$ cat config.mk
export PLATFORM = sky130hd
export DESIGN_NAME = phase_wrr_arbiter
export DESIGN_NICKNAME = d
export VERILOG_FILES = /design/src/rtl/pwa_pkg.sv /design/src/rtl/pwa_shadow_table.sv /design/src/rtl/pwa_loader.sv /design/src/rtl/pwa_phase_seq.sv /design/src/rtl/pwa_grant_qual.sv /design/src/rtl/phase_wrr_arbiter.sv
export SDC_FILE = /design/constraint.sdc
export NUM_CORES = 2
export LEC_CHECK = 0
export BUFFER_PORTS_ARGS = -buffer_cell sky130_fd_sc_hd__buf_2
export CAP_MARGIN = 0
export CORE_MARGIN = 3
export CORE_UTILIZATION = 45
export CTS_CLUSTER_SIZE = 25
export DETAILED_ROUTE_END_ITERATION = 6
export SKIP_LAST_GASP = 1
export SYNTH_ARGS = -nofsm -noshare
export SYNTH_HDL_FRONTEND = slang
export SYNTH_HIERARCHICAL = 1
export SYNTH_SLANG_ARGS = --single-unit
$ cat constraint.sdc
create_clock -name clk -period 16.9 [get_ports clk]
set_input_delay 2.535 -clock clk [delete_from_list [all_inputs] [get_ports clk]]
set_output_delay 2.535 -clock clk [all_outputs]
set_load 0.005 [all_outputs]
$ cat src/rtl/pwa_pkg.sv
package pwa_pkg;

    // Width of one phase-table entry (port number)
    localparam int unsigned PORT_W = 4;

    typedef logic [PORT_W-1:0] port_id_t;

    // Reset value of every table entry: a reserved port, never granted
    localparam port_id_t PORT_FILL = port_id_t'((2 ** PORT_W) - 1);

    // Mode select code that picks the time-based schedule
    localparam logic [2:0] SEL_TIMED = 3'b100;

endpackage

$ cat src/rtl/pwa_shadow_table.sv
// Software-facing copy of the phase schedule: one write port, one read port.
module pwa_shadow_table
    import pwa_pkg::*;
#(
    parameter  int unsigned NUM_PHASES = 128,
    localparam int unsigned PH_W       = $clog2(NUM_PHASES)
) (
    input  logic            clk,
    input  logic            rst_n,
    input  logic            wr_en,
    input  logic [PH_W-1:0] wr_idx,
    input  port_id_t        wr_port,
    input  logic [PH_W-1:0] rd_idx,
    output port_id_t        rd_port
);

    port_id_t tbl_d [NUM_PHASES];
    port_id_t tbl_q [NUM_PHASES];

    always_comb begin
        tbl_d = tbl_q;
        if (wr_en) begin
            tbl_d[wr_idx] = wr_port;
        end
    end

    always_ff @(posedge clk) begin
        if (!rst_n) begin
            tbl_q <= '{default: PORT_FILL};
        end else begin
            tbl_q <= tbl_d;
        end
    end

    assign rd_port = tbl_q[rd_idx];

endmodule

$ cat src/rtl/pwa_loader.sv
// Working table plus the engine that copies the shadow table into it.
module pwa_loader
    import pwa_pkg::*;
#(
    parameter  int unsigned NUM_PHASES = 128,
    localparam int unsigned PH_W       = $clog2(NUM_PHASES)
) (
    input  logic            clk,
    input  logic            rst_n,
    input  logic            load_go,
    input  port_id_t        shadow_port,
    output logic [PH_W-1:0] shadow_idx,
    output logic            busy,
    output port_id_t        work_tbl [NUM_PHASES]
);

    typedef struct packed {
        logic            busy;
        logic [PH_W-1:0] idx;
    } copy_st_t;

    copy_st_t st_d, st_q;
    port_id_t work_d [NUM_PHASES];
    port_id_t work_q [NUM_PHASES];

    always_comb begin
        st_d   = st_q;
        work_d = work_q;
        if (st_q.busy) begin
            work_d[st_q.idx] = shadow_port;
            if (st_q.idx == PH_W'(NUM_PHASES - 1)) begin
                st_d.busy = 1'b0;
                st_d.idx  = '0;
            end else begin
                st_d.idx = st_q.idx + 1'b1;
            end
        end else if (load_go) begin
            st_d.busy = 1'b1;
            st_d.idx  = '0;
        end
    end

    always_ff @(posedge clk) begin
        if (!rst_n) begin
            st_q   <= '0;
            work_q <= '{default: PORT_FILL};
        end else begin
            st_q   <= st_d;
            work_q <= work_d;
        end
    end

    assign shadow_idx = st_q.idx;
    assign busy       = st_q.busy;
    assign work_tbl   = work_q;

endmodule

$ cat src/rtl/pwa_phase_seq.sv
// Phase position: one step every PHASE_CLKS clocks, circular over the ring.
module pwa_phase_seq #(
    parameter  int unsigned NUM_PHASES = 128,
    parameter  int unsigned PHASE_CLKS = 4,
    localparam int unsigned PH_W       = $clog2(NUM_PHASES),
    localparam int unsigned CNT_W      = (PHASE_CLKS > 1) ? $clog2(PHASE_CLKS) : 1
) (
    input  logic            clk,
    input  logic            rst_n,
    input  logic            active,
    input  logic            hold,
    output logic [PH_W-1:0] phase
);

    typedef struct packed {
        logic [PH_W-1:0]  phase;
        logic [CNT_W-1:0] tick;
    } seq_st_t;

    seq_st_t st_d, st_q;

    always_comb begin
        st_d = st_q;
        if (!active) begin
            st_d = '0;
        end else if (!hold) begin
            if (st_q.tick == CNT_W'(PHASE_CLKS - 1)) begin
                st_d.tick = '0;
                if (st_q.phase == PH_W'(NUM_PHASES - 1)) begin
                    st_d.phase = '0;
                end else begin
                    st_d.phase = st_q.phase + 1'b1;
                end
            end else begin
                st_d.tick = st_q.tick + 1'b1;
            end
        end
    end

    always_ff @(posedge clk) begin
        if (!rst_n) begin
            st_q <= '0;
        end else begin
            st_q <= st_d;
        end
    end

    assign phase = st_q.phase;

endmodule

$ cat src/rtl/pwa_grant_qual.sv
// Grant qualification: run-length rule, port decode, request match.
module pwa_grant_qual
    import pwa_pkg::*;
#(
    parameter  int unsigned NUM_PHASES = 128,
    parameter  int unsigned NUM_PORTS  = 2,
    parameter  int unsigned RUN_MIN    = 3,
    localparam int unsigned PH_W       = $clog2(NUM_PHASES)
) (
    input  logic                 clk,
    input  logic                 rst_n,
    input  logic                 active,
    input  logic                 hold,
    input  logic [PH_W-1:0]      phase,
    input  port_id_t             work_tbl [NUM_PHASES],
    input  logic [NUM_PORTS-1:0] req,
    output logic [NUM_PORTS-1:0] gnt
);

    port_id_t             cur;
    logic                 run_ok;
    logic [NUM_PORTS-1:0] gnt_d, gnt_q;

    // A run of RUN_MIN equal entries covers the current phase when some
    // window of RUN_MIN entries starting at phase-s (s < RUN_MIN) is uniform.
    always_comb begin
        cur    = work_tbl[phase];
        run_ok = 1'b0;
        for (int unsigned s = 0; s < RUN_MIN; s++) begin
            logic win_ok;
            win_ok = 1'b1;
            for (int unsigned j = 0; j < RUN_MIN; j++) begin
                int unsigned pos;
                pos = (int'(phase) + NUM_PHASES + j - s) % NUM_PHASES;
                if (work_tbl[PH_W'(pos)] != cur) begin
                    win_ok = 1'b0;
                end
            end
            run_ok = run_ok | win_ok;
        end
    end

    always_comb begin
        gnt_d = '0;
        if (active && !hold && run_ok) begin
            for (int unsigned p = 0; p < NUM_PORTS; p++) begin
                if (cur == port_id_t'(p)) begin
                    gnt_d[p] = req[p];
                end
            end
        end
    end

    always_ff @(posedge clk) begin
        if (!rst_n) begin
            gnt_q <= '0;
        end else begin
            gnt_q <= gnt_d;
        end
    end

    assign gnt = gnt_q;

endmodule

$ cat src/rtl/phase_wrr_arbiter.sv
// Time-sliced weighted round-robin arbiter driven by a double-buffered
// phase table.
module phase_wrr_arbiter
    import pwa_pkg::*;
#(
    parameter  int unsigned NUM_PHASES = 128,
    parameter  int unsigned NUM_PORTS  = 2,
    parameter  int unsigned PHASE_CLKS = 4,
    parameter  int unsigned RUN_MIN    = 3,
    localparam int unsigned PH_W       = $clog2(NUM_PHASES)
) (
    input  logic                 clk,
    input  logic                 rst_n,
    input  logic                 arb_enable,
    input  logic [2:0]           mode_sel,
    input  logic [NUM_PORTS-1:0] req,
    input  logic                 tbl_wr_en,
    input  logic [PH_W-1:0]      tbl_wr_idx,
    input  logic [PORT_W-1:0]    tbl_wr_port,
    input  logic                 load_go,
    output logic [NUM_PORTS-1:0] gnt,
    output logic                 load_busy
);

    logic            active;
    logic [PH_W-1:0] copy_idx;
    port_id_t        copy_port;
    port_id_t        work_tbl [NUM_PHASES];
    logic [PH_W-1:0] phase;

    // Both enable conditions must hold
    assign active = arb_enable && (mode_sel == SEL_TIMED);

    pwa_shadow_table #(
        .NUM_PHASES (NUM_PHASES)
    ) i_shadow (
        .clk     (clk),
        .rst_n   (rst_n),
        .wr_en   (tbl_wr_en),
        .wr_idx  (tbl_wr_idx),
        .wr_port (port_id_t'(tbl_wr_port)),
        .rd_idx  (copy_idx),
        .rd_port (copy_port)
    );

    pwa_loader #(
        .NUM_PHASES (NUM_PHASES)
    ) i_loader (
        .clk         (clk),
        .rst_n       (rst_n),
        .load_go     (load_go),
        .shadow_port (copy_port),
        .shadow_idx  (copy_idx),
        .busy        (load_busy),
        .work_tbl    (work_tbl)
    );

    pwa_phase_seq #(
        .NUM_PHASES (NUM_PHASES),
        .PHASE_CLKS (PHASE_CLKS)
    ) i_phase_seq (
        .clk    (clk),
        .rst_n  (rst_n),
        .active (active),
        .hold   (load_busy),
        .phase  (phase)
    );

    pwa_grant_qual #(
        .NUM_PHASES (NUM_PHASES),
        .NUM_PORTS  (NUM_PORTS),
        .RUN_MIN    (RUN_MIN)
    ) i_grant_qual (
        .clk      (clk),
        .rst_n    (rst_n),
        .active   (active),
        .hold     (load_busy),
        .phase    (phase),
        .work_tbl (work_tbl),
        .req      (req),
        .gnt      (gnt)
    );

endmodule

==> reports/metrics.yaml <==
setup_path:
  critPathKind: "reg -> reg"
  r2r_start: "i_phase_seq/phase[0]"
  setup.worst_path.start_class: "flip-flop"
  worst_setup_path_end_kind: "flip-flop"
  startpoint: "i_phase_seq/phase[0]"
  worstPathArrival_ns: 8.05
  cp_max_fo: 62
  required_ns: 17.61
floorplan:
  fp.dieH_um: 408
  initial_core_util_pct: 45.6
  dieArea_mm2: 0.166
  fp.dieW_um: 408
  rows: 146
  core_mm2: 0.159
  pin_count: 24
synth:
  yosysWarnings: 6
  yosysTopAreaCell: "dfxtp_1"
  synth-edff-count: 0
  syn_nets: 7686
  synthMuxAreaShare_pct: 35.5
  synth_cells: 7652
  syn_area_mm2: 0.0726
  synth_top_area_share_pct: 28.8
  synth_top_family_by_area: "multiplexers"
  syn_avg_cell_area_um2: 9.49
  yosysMostFrequentCell: "nand3_1"
  synth-xor-area-share_pct: 0.930
  ys_seq_area_share_pct: 28.8
  synthTopCellsByCount: "nand3_1, dfxtp_1, nand2_1, mux4_2, clkbuf_1"
  ys_seq_elements: 1043
  ys_top_cells_by_area: "dfxtp_1, mux4_2, nand3_1, mux2i_1, nand2_1"
  ys_async_sr_fraction_pct: 0
  ys_types: 92
  ys.flop_type: "dfxtp_1"
  synth-compound-area-share_pct: 9.09
  synthSimpleGateAreaFrac_pct: 19.6
  synth_fa_ha_area_share_pct: 0.224
clocking:
  cts_hold_buf: 0
  cts.sinks: 1043
  clk_path_buf_depth: 3
  root_buffer: "clkbuf_16"
  cts_made_buffers: 115
  h-tree-depth: 3
  clk_latency_ns: 0.79
  cts_resized: 0
  cts_setup_buffers: 0
  clk_pin_slew_ns: 0.08
  cts_tree: "yes"
global_routing:
  antenna_found_initial: 21
  grt-ovfl-total: 0
  grt_pass1_vias: 63124
  grt_usage_pct: 37.5
  grt_max_degree: 177
  grt_pass1_wl_um: 464000
timing:
  period_minus_slack_ns: 7.34
  rsz0062_at_grt: "no"
  fin_skew_ns: 0.0659
  slew_headroom_pct: -4.72
  hold_ws_ns: 0.466
  fin_crit_sh_pct: 43.4
  setup_viol_count_final: 0
  max_freq_mhz: 136
  hold_viol_final: 0
  fin_setup_tns_ns: 0
  tightest_slew_ns: 1.53
  drv_slew: 2
run_status:
  violations: "max-capacitance violations, max-slew violations"
  outcome: "finished with violations"
final_layout:
  finalNonFillerCells: 9353
  drive_above_1_share_pct: 21.3
  area_delta_synth_final_pct: 7.32
  final_nets: 7128
drt:
  ant_nets: 0
  drt-total-wl_um: 324000
  via_per_inst: 7.27
  drtIter0Drc: 9872
  via_count: 68024
  drc: 0
  drt_pass1_iterations: 6
  avgRoutedWirePerCell_um: 34.6
placed_design:
  place_inst: 9122
  hpwl_um: 218000
  gp_congestion: 1.10
  numPortBuffers: 23
pwr:
  cellLeakagePower_nw: 24.6
  ir_drop_mv: 0.0979
  power_density_mw_per_mm2: 69.3
hold_path:
  hp-class: "reg -> reg"
  min_from: "i_shadow/tbl_q[395]"
job:
  cap_violations: 1
==> logic make-up (layout without fill, tap and decap cells) <==
group,count (synthesis),after routing
simple gates,2980,2980
mux,1512,1512
compound gates,1093,1093
flops,1043,1043
buf+inv,949,488
xor+xnor,62,62
fa+ha+maj,13,13
other cells,0,16
==> metal layers <==
layer	routed length [um]	track usage [%]	share of wire (%)	vias to the layer above
li1	-	-	-	28039
met1	120000	47.4	37	34252
met2	146000	58.1	45	4605
met3	34800	9.44	11	1120
met4	23100	22.5	7.1	8
met5	87	0	0.027	-
==> critical path, cell delays in order, from the launching register on <==
cell and delay, ns:
dfxtp_4 0.72, inv_4 0.32, ha_4 0.67, buf_4 0.57, buf_4 0.87, buf_4 0.89
mux4_2 0.45, mux4_2 0.57, o21ai_0 0.11, o211ai_1 0.15, a222oi_1 0.73, and3_1 0.27
mux2i_1 0.08, a2111o_1 0.37, o211ai_2 0.09, and4_1 0.21
==> cells in the final DEF (no fill, tap or decap), types with 29 or more instances in the layout <==
master     netlist  final
dfxtp_1       1043   1031
a211oi_1        29     29
nand2_1        843    843
mux2i_1        549    549
nand4_1         39     39
clkbuf_16        0    117
buf_4           90    216
nor2_1         239    233
o21ai_0        547    546
mux2_2         128    124
a22oi_1         47     47
a21oi_1         85     85
o21ai_1        105    106
nand3_1       1620   1620
clkbuf_8         0     29
mux4_2         834    834
==> report_power, final <==
group | internal, mW | switching [mW]
registers | 2.46 | 0.00655
logic | 0.0413 | 0.142
clock network | 1.61 | 1.14
total | 4.12 | 1.29
==> registers in the layout, indices dropped and copies added (netlist names) <==
signal	cells
i_loader/shadow_idx	7
i_loader/work_tbl	512
i_grant_qual/gnt	2
i_phase_seq/phase	7
i_phase_seq/st_q	2
i_loader/busy	1
i_shadow/tbl_q	512
==> area by class of cell <==
type	instances	area (um2)
Tap cell	2146	2690
Sequential cell	1043	20900
Inverter	33	129
Fill cell	14692	81400
Timing Repair Buffer	241	1830
Multi-Input combinational cell	5660	48200
Clock buffer	162	3390
Clock inverter	52	747
Antenna cell	16	40.0
==> per-stage QoR <==
stage	util (%)	worst slack, ns	area (um2)	total power [mW]
final	48.9	9.56	77900	5.40
after global routing	48.9	9.16	77900	5.54
after CTS	48.9	9.73	77900	5.43
after detailed placement	46.3	9.79	73800	2.70
after global placement	46.3	9.83	73800	2.70
after floorplan	-	10.18	72600	2.64
==> final timing paths <==
check | slack [ns] | depth (start not counted) | end
setup / recovery | 9.56 | 15 | i_grant_qual/gnt[1]
hold / removal | 0.47 | 2 | i_shadow/tbl_q[395]
setup reg to reg | 9.56 | 15 | i_grant_qual/gnt[1]
hold reg to reg | 0.47 | 2 | i_shadow/tbl_q[395]
Power figures use the tool's default switching activity.
